`config.mk`:
```
export PLATFORM = sky130hd
export DESIGN_NAME = modN_divider
export DESIGN_NICKNAME = d
export VERILOG_FILES = /design/src/rtl/modN_divider_pkg.sv /design/src/rtl/modN_divider_ctrl.sv /design/src/rtl/modN_divider_dp.sv /design/src/rtl/modN_divider.sv
export SDC_FILE = /design/constraint.sdc
export NUM_CORES = 1
export LEC_CHECK = 0
export BUFFER_PORTS_ARGS = -buffer_cell sky130_fd_sc_hd__buf_2
export CAP_MARGIN = 10
export CORE_AREA = 4 4 41 43
export DETAILED_ROUTE_END_ITERATION = 7
export DIE_AREA = 0 0 45 47
export GPL_ROUTABILITY_DRIVEN = 0
export SYNTH_ARGS = -nofsm -noshare
export SYNTH_HDL_FRONTEND = slang
export SYNTH_SLANG_ARGS = --single-unit
```
`constraint.sdc`:
```
create_clock -name clk -period 1.44 [get_ports clk]
set_input_delay 0.288 -clock clk [delete_from_list [all_inputs] [get_ports clk]]
set_output_delay 0.288 -clock clk [all_outputs]
set_load 0.1 [all_outputs]
```
`src/rtl/modN_divider_pkg.sv`:
```
package modN_divider_pkg;

  typedef struct packed {
    logic fullHitN;     // full detector output, low only at state N
    logic reducedHitN;  // reduced detector output
    logic clearN;       // combined active-low clear to the counter
  } divStrobes_t;

  function automatic bit isPow2(input int unsigned n);
    return (n != 0) && ((n & (n - 1)) == 0);
  endfunction

  function automatic int unsigned cntWidth(input int unsigned n);
    return isPow2(n) ? $clog2(n) : $clog2(n + 1);
  endfunction

endpackage

```
`src/rtl/modN_divider_ctrl.sv`:
```
module modN_divider_ctrl
  import modN_divider_pkg::*;
#(
  parameter int unsigned N = 6,
  parameter int unsigned W = 3
) (
  input  logic         rstN,
  input  logic         useReduced,
  input  logic [W-1:0] count,
  output divStrobes_t  strobes
);
  localparam bit NEED_CLEAR = !isPow2(N);
  localparam logic [W-1:0] TARGET = W'(N);

  logic fullHitN;
  logic reducedHitN;

  generate
    if (NEED_CLEAR) begin : g_detect
      // full word: bits that are 0 in N are inverted into the NAND
      assign fullHitN    = ~&(~(count ^ TARGET));
      // reduced: only the positions set in N feed the NAND
      assign reducedHitN = ~&(count | ~TARGET);
    end else begin : g_nodetect
      assign fullHitN    = 1'b1;
      assign reducedHitN = 1'b1;
    end
  endgenerate

  always_comb begin
    strobes.fullHitN    = fullHitN;
    strobes.reducedHitN = reducedHitN;
    strobes.clearN      = rstN & (useReduced ? reducedHitN : fullHitN);
  end

endmodule

```
`src/rtl/modN_divider_dp.sv`:
```
module modN_divider_dp
  import modN_divider_pkg::*;
#(
  parameter int unsigned W = 3
) (
  input  logic         clk,
  input  divStrobes_t  strobes,
  output logic [W-1:0] count,
  output logic         divOut
);
  logic clearN;
  assign clearN = strobes.clearN;

  always_ff @(posedge clk or negedge clearN) begin
    if (!clearN) count <= '0;
    else         count <= count + 1'b1;
  end

  assign divOut = count[W-1];

endmodule

```
`src/rtl/modN_divider.sv`:
```
module modN_divider
  import modN_divider_pkg::*;
#(
  parameter int unsigned N = 6,
  parameter int unsigned W = cntWidth(N)
) (
  input  logic         clk,
  input  logic         rstN,
  input  logic         useReduced,
  output logic [W-1:0] count,
  output logic         divOut
);
  divStrobes_t strobes;

  modN_divider_ctrl #(.N(N), .W(W)) u_ctrl (
    .rstN       (rstN),
    .useReduced (useReduced),
    .count      (count),
    .strobes    (strobes)
  );

  modN_divider_dp #(.W(W)) u_dp (
    .clk     (clk),
    .strobes (strobes),
    .count   (count),
    .divOut  (divOut)
  );

endmodule

```
Word level (Yosys, flattened, before mapping). Cells that the tools add are included. W data, S select, Z words.

Bitwise operators: 3. Reduce and logical (&&, ||, !) cells: 4. Multiplexer cells: 1. Add/sub/neg operators: 1.

Operators by type and width (number): $add A3 B1 Y3 const B (1); $not A3 Y3 (1); $reduce_and A3 Y1 (1); $logic_not A1 Y1 (2); $not A2 Y2 (1); $reduce_and A2 Y1 (1); $and A1 B1 Y1 (1); $mux W1 (1).

Register bits after elaboration: 3.

Longest topological paths before layout. Gate-level depths: netlist of run 1.

Depth after elaboration: 6. Mapped depth: 4.

Hierarchy. From an unflattened synthesis of run 1, not the netlist that was laid out.

Cell total of the unflattened synthesis: 13. Area, all modules: 148.9 um2.

By module, submodules not included: modN_divider_dp (area an instance 107.6 um2, cells an instance 7, instances 1); modN_divider_ctrl (area an instance 41.3 um2, cells an instance 6, instances 1).

Least setup slack after synthesis of run 1. No wires, ideal clock.

Kind: register to output. Start point: reg u_dp.count[2]. End point: out count[2]. Stages on the path, launching flop included: 2. Setup slack: -0.232 ns. Path buffers: 1. Data required time: 1.152 ns. Arrival: 1.384 ns. Cell sequence: dfrtp_1 > buf_4.

RTL lines: start, declared (line modN_divider_dp.sv:8) `output logic [W-1:0] count,`; start signal, assigned (line modN_divider_dp.sv:16) `else count <= count + 1'b1;`; end, declared (line modN_divider.sv:10) `output logic [W-1:0] count,`.

No word-level cell between the ends.

Worst setup path after layout of run 1.
Start point: reg u_dp.count[2]. End point: out count[2].

No word-level cell between the ends.

==> impl_metrics.py, run 1 <==
metrics = {
    "status": {
        "outcome": "finished, final reports clean",
    },
    "grt": {
        "grt_max_degree": 5,
        "grt-ovfl-total": 0,
        "grt_pass1_wl_um": 531,
        "grt_pass1_vias": 138,
        "grt_util_all_layers": 0.0388,
        "antenna_found_initial": 0,
    },
    "sta": {
        "setup_ws_ns": 0.0977,
        "relSlewSlack": 0.679,
        "fmax_mhz": 745,
        "report.final.slew_viol_count": 0,
        "worst_pin_slew_ns": 0.485,
        "fin_skew_ns": 0.00189,
        "grt_setup_unrepaired": "false",
        "finalSetupTns_ns": 0,
        "hold_viol": 0,
        "period_minus_slack_ns": 1.34,
        "finalCritPeriodShare": 0.932,
        "setup_viol": 0,
        "hold-worst-slack_ns": 0.271,
    },
    "cells_and_area": {
        "top_regs": "u_dp.count (3)",
        "layout_common_cells": "buf_2, clkbuf_4, dfrtp_2",
        "diodes": 0,
        "area_growth_syn_to_layout_pct": 54.2,
        "largest_reg_flops": 3,
        "top_register": "u_dp.count",
        "drive_above_1_share": 0.667,
        "final_area_sq_um": 231,
        "final_common_cell": "buf_2",
        "fin_nets": 27,
    },
    "run": {
        "cap_violations": 0,
    },
    "synthesis": {
        "avgSynthCellArea_sq_um": 13.6,
        "yosysWarnings": 1,
        "synthesis.nets": 16,
        "mappedNetlistArea_sq_um": 150,
        "synth.top_cell.area_share": 0.500,
        "synth-seq-area-share": 0.500,
        "ys_ff_latch": 3,
        "synth_cell_types": 7,
        "synthCells": 11,
        "yosysTopAreaCell": "dfrtp_1",
        "synth_area_leaders": "dfrtp_1, ha_1, mux2_4, a21boi_2, xor2_1",
    },
    "placed_design": {
        "preCtsSetupSlack_ns": 0.338,
        "dpl-instance-area_sq_um": 195,
        "portBuffers": 6,
    },
    "clock_network": {
        "cts_setup_buffers": 0,
        "clkTransAtPathRegs_ns": 0.04,
        "numCtsBuffers": 3,
        "clk_latency_ns": 0.23,
        "cts_tree": "built",
        "clockBufferDepth": 2,
        "cts_root_buf": "clkbuf_4",
        "cts-resized-gates": 0,
        "clkSinkCount": 3,
        "htree_levels": 1,
    },
    "floorplanning": {
        "chipHeight_um": 47,
        "die_x_um": 45,
        "pin_count": 7,
        "dieArea_sq_um": 2120,
        "coreArea_sq_um": 1300,
        "rows": 13,
        "start_util": 0.115,
    },
    "setup_path": {
        "r2r_start": "u_dp.count[0]$_DFF_PN0_",
        "r2r_end": "u_dp.count[0]$_DFF_PN0_",
        "worst-path-stages": 1,
        "crit_buf_inv": 1,
        "cp.required_ns": 1.15,
        "critPathKind": "flop to output pin",
        "worstSetupEndpoint": "count[2]",
        "crit_fanout": 4,
        "path_cells": "buf_2",
        "critPathMaxStageDelay_ns": 0.43,
        "reg2reg_depth": 4,
        "path_delay_family": "buffers and inverters",
        "r2r_slack_ns": 0.54,
        "critPathArrivalTime_ns": 1.05,
        "worstSetupStartpoint": "u_dp.count[2]$_DFF_PN0_",
        "end_kind": "output pin",
        "worst_setup_path_start_kind": "flop",
        "worst_path_max_delay_cell": "buf_2",
    },
    "routing": {
        "vias_per_cell": 2.94,
        "vias": 106,
        "antenna_left": 0,
        "drt-total-wl_um": 289,
        "drcViolationCount": 0,
        "firstDrtPassIters": 2,
        "routedWlPerCell_um": 8.03,
        "drtIter0Drc": 2,
    },
    "pwr": {
        "pwr_density_cell_nw_per_um2": 1030,
        "max-vdd-ir-drop_uv": 244,
        "power_uw": 239,
        "p_leak_nw": 0.130,
    },
    "min_path": {
        "min_path_type": "flop to async pin",
    },
}
final cells by class:
type | instances | area (sq um)
Inverter | 2 | 7.51
Clock buffer | 4 | 26.3
Multi-Input combinational cell | 5 | 60.1
Tap cell | 15 | 18.8
Timing Repair Buffer | 7 | 40.0
Sequential cell | 3 | 78.8
Fill cell | 157 | 1070
per-layer routing:
layer,part of all wire,GRT usage,up-vias,wire (um)
met5,0,0,-,0
met1,0.46,0.0320,48,133
met4,0,0.0351,0,0
met3,0.12,0.0345,0,35
li1,-,-,52,-
met2,0.42,0.0565,6,120
worst min path at each step:
stage / slack, ns / end / startpoint
final: 0.27 / u_dp.count[2]$_DFF_PN0_ / u_dp.count[2]$_DFF_PN0_
after global routing: 0.30 / u_dp.count[1]$_DFF_PN0_ / useReduced
after CTS: 0.28 / u_dp.count[1]$_DFF_PN0_ / u_dp.count[2]$_DFF_PN0_
after detailed placement: 0.23 / u_dp.count[0]$_DFF_PN0_ / rstN
after global placement: 0.24 / u_dp.count[0]$_DFF_PN0_ / rstN
after floorplan: 0.13 / u_dp.count[0]$_DFF_PN0_ / rstN
power by group:
part           switching [mW]  internal, mW
Sequential                  0        0.0847
Clock                  0.0428         0.104
Combinational         0.00276       0.00538
Total                  0.0456         0.194
repair_timing:
item                                    CTS  global route
hold buffers                              1             0
endpoints found under the setup margin    0             0
hold endpoints to repair                  3             0
cells in the mapped netlist, drive strengths merged:
cell type  number
ha              2
inv             2
mux2            1
buf             1
a21boi          1
dfrtp           3
xor2            1
kinds of logic (layout without fill, tap and decap cells):
family,Yosys count,in the layout,share of synthesized area
flip-flops,3,3,0.500
buffers and inverters,3,13,0.100
adder cells (fa/ha/maj),2,2,0.167
AO/OA/AOI/OAI,1,1,0.0750
XOR/XNOR,1,1,0.0583
multiplexers,1,1,0.100
per-stage QoR:
stage | util | instances
floorplan | - | 11
global placement | 0.150 | 31
detailed placement | 0.150 | 31
CTS | 0.178 | 36
global route | 0.178 | 36
finish | 0.178 | 36
Note: power is estimated with default switching activity, not from simulation.
==> run 2, diff against run 1 <==
PLACE_DENSITY = 0.33   (was unset)
==> run 2 against run 1 <==
Net effect: hold slack about the same; combinational power up 3.9%; cell count unchanged; fmax about the same; clock power is essentially flat; flip-flop and latch count is the same; setup slack lost 0.00096 ns; non-clock buffer count unchanged; critical endpoint unchanged.
==> impl_metrics.py, run 2 (synthesized netlist as in run 1, its figures left out) <==
metrics = {
    "status": {
        "outcome": "finished, final reports clean",
    },
    "floorplanning": {
        "start_util": 0.115,
        "coreArea_sq_um": 1300,
        "chipHeight_um": 47,
        "die_x_um": 45,
        "dieArea_sq_um": 2120,
        "rows": 13,
        "pin_count": 7,
    },
    "cells_and_area": {
        "diodes": 0,
        "top_register": "u_dp.count",
        "fin_nets": 27,
        "layout_common_cells": "buf_2, clkbuf_4, dfrtp_2",
        "largest_reg_flops": 3,
        "area_growth_syn_to_layout_pct": 54.2,
        "final_common_cell": "buf_2",
        "drive_above_1_share": 0.667,
        "nFillCells": 150,
        "top_regs": "u_dp.count (3)",
    },
    "grt": {
        "grt_use_met1": 0.0344,
        "grt_util_all_layers": 0.0436,
        "grt-ovfl-total": 0,
        "grt_pass1_vias": 131,
        "busiest_layer": "met3",
        "grt_pass1_wl_um": 531,
        "grt_max_degree": 5,
        "antenna_found_initial": 0,
        "grt_util_met2": 0.0537,
        "met3_usage": 0.0575,
    },
    "setup_path": {
        "end_kind": "output pin",
        "r2r_start": "u_dp.count[0]$_DFF_PN0_",
        "worst_setup_path_start_kind": "flop",
        "path_cells": "buf_2",
        "path_delay_family": "buffers and inverters",
        "crit_fanout": 4,
        "worstSetupStartpoint": "u_dp.count[2]$_DFF_PN0_",
        "crit_buf_inv": 1,
        "critPathKind": "flop to output pin",
        "critPathMaxStageDelay_ns": 0.43,
        "critPathArrivalTime_ns": 1.06,
        "cp.required_ns": 1.15,
        "worst_path_max_delay_cell": "buf_2",
    },
    "sta": {
        "finalCritPeriodShare": 0.933,
        "hold_viol": 0,
        "hold-worst-slack_ns": 0.272,
        "period_minus_slack_ns": 1.34,
        "relSlewSlack": 0.678,
        "setup_viol": 0,
        "fin_skew_ns": 0.00356,
        "fmax_mhz": 744,
        "report.final.slew_viol_count": 0,
        "worst_pin_slew_ns": 0.487,
        "finalSetupTns_ns": 0,
        "grt_setup_unrepaired": "false",
    },
    "routing": {
        "vias": 123,
        "drt-total-wl_um": 304,
        "routedWlPerCell_um": 8.44,
        "antenna_left": 0,
        "firstDrtPassIters": 2,
        "vias_per_cell": 3.42,
        "drcViolationCount": 0,
        "drtIter0Drc": 1,
    },
    "clock_network": {
        "cts_root_buf": "clkbuf_4",
        "cts-resized-gates": 0,
        "clockBufferDepth": 2,
        "clkSinkCount": 3,
        "clk_latency_ns": 0.23,
        "htree_levels": 1,
        "numCtsBuffers": 3,
        "clkTransAtPathRegs_ns": 0.04,
        "cts_tree": "built",
    },
    "pwr": {
        "max-vdd-ir-drop_uv": 513,
        "pwr_density_cell_nw_per_um2": 1030,
        "p_leak_nw": 0.130,
    },
    "placed_design": {
        "portBuffers": 6,
    },
    "run": {
        "cap_violations": 0,
    },
    "min_path": {
        "min_path_type": "flop to async pin",
    },
}
[run 2: cell counts in the layout (fill, tap and decap cells not counted)]
No cell type changed its count.
[run 2: worst paths after layout]
check | end | slack (ns) | depth (start not counted)
hold / removal | u_dp.count[2]$_DFF_PN0_ | 0.27 | 1
min in group clk | u_dp.count[0]$_DFF_PN0_ | 0.46 | 1
setup reg to reg | u_dp.count[0]$_DFF_PN0_ | 0.53 | 4
setup / recovery | count[2] | 0.1 | 1
hold reg to reg | u_dp.count[2]$_DFF_PN0_ | 0.27 | 1
max in group asynchronous | u_dp.count[0]$_DFF_PN0_ | 0.53 | 4
[run 2: worst register-to-register path, cell delays in order (launching register included)]
cell and delay (ns):
dfrtp_2 0.36, inv_1 0.06, ha_1 0.18, mux2_4 0.27, a21boi_2 0.21
[run 2: power by group]
part           internal (mW)  leakage, nW  total, mW  switching [mW]
clock                  0.104       0.0150      0.146          0.0420
combinational        0.00540       0.0807    0.00846         0.00306
sequential            0.0848       0.0342     0.0848               0
total                  0.194        0.130      0.239          0.0450
[run 2: what timing repair did]
item / 4_1_cts / 5_1_grt
buffers inserted: 0 / 0
hold buffers: 1 / 0
endpoints found under the hold margin: 3 / 0
[run 2: metrics by stage]
stage	utilization	total power, mW	std cells	setup WS [ns]	cell area (sq um)
floorplan	-	0.0888	11	0.0794	154
global placement	0.150	0.0920	31	0.353	195
detailed placement	0.150	0.0922	31	0.339	195
CTS	0.178	0.243	36	0.0868	231
global route	0.178	0.257	36	0.0604	231
finish	0.178	0.239	36	0.0967	231
[run 2: cell type report]
class	count	area [sq um]	share of cell area
inverters	2	7.51	0.0324
repair buffers	7	40.0	0.173
well taps	15	18.8	0.0811
flip-flops and latches	3	78.8	0.341
clock buffers	4	26.3	0.114
multi-input cells	5	60.1	0.259
[run 2: routing by layer]
layer  wire length, um  up-vias
li1                  -       54
met1               133       58
met2               115       11
met3                54        0
met4                 0        0
met5                 0        -
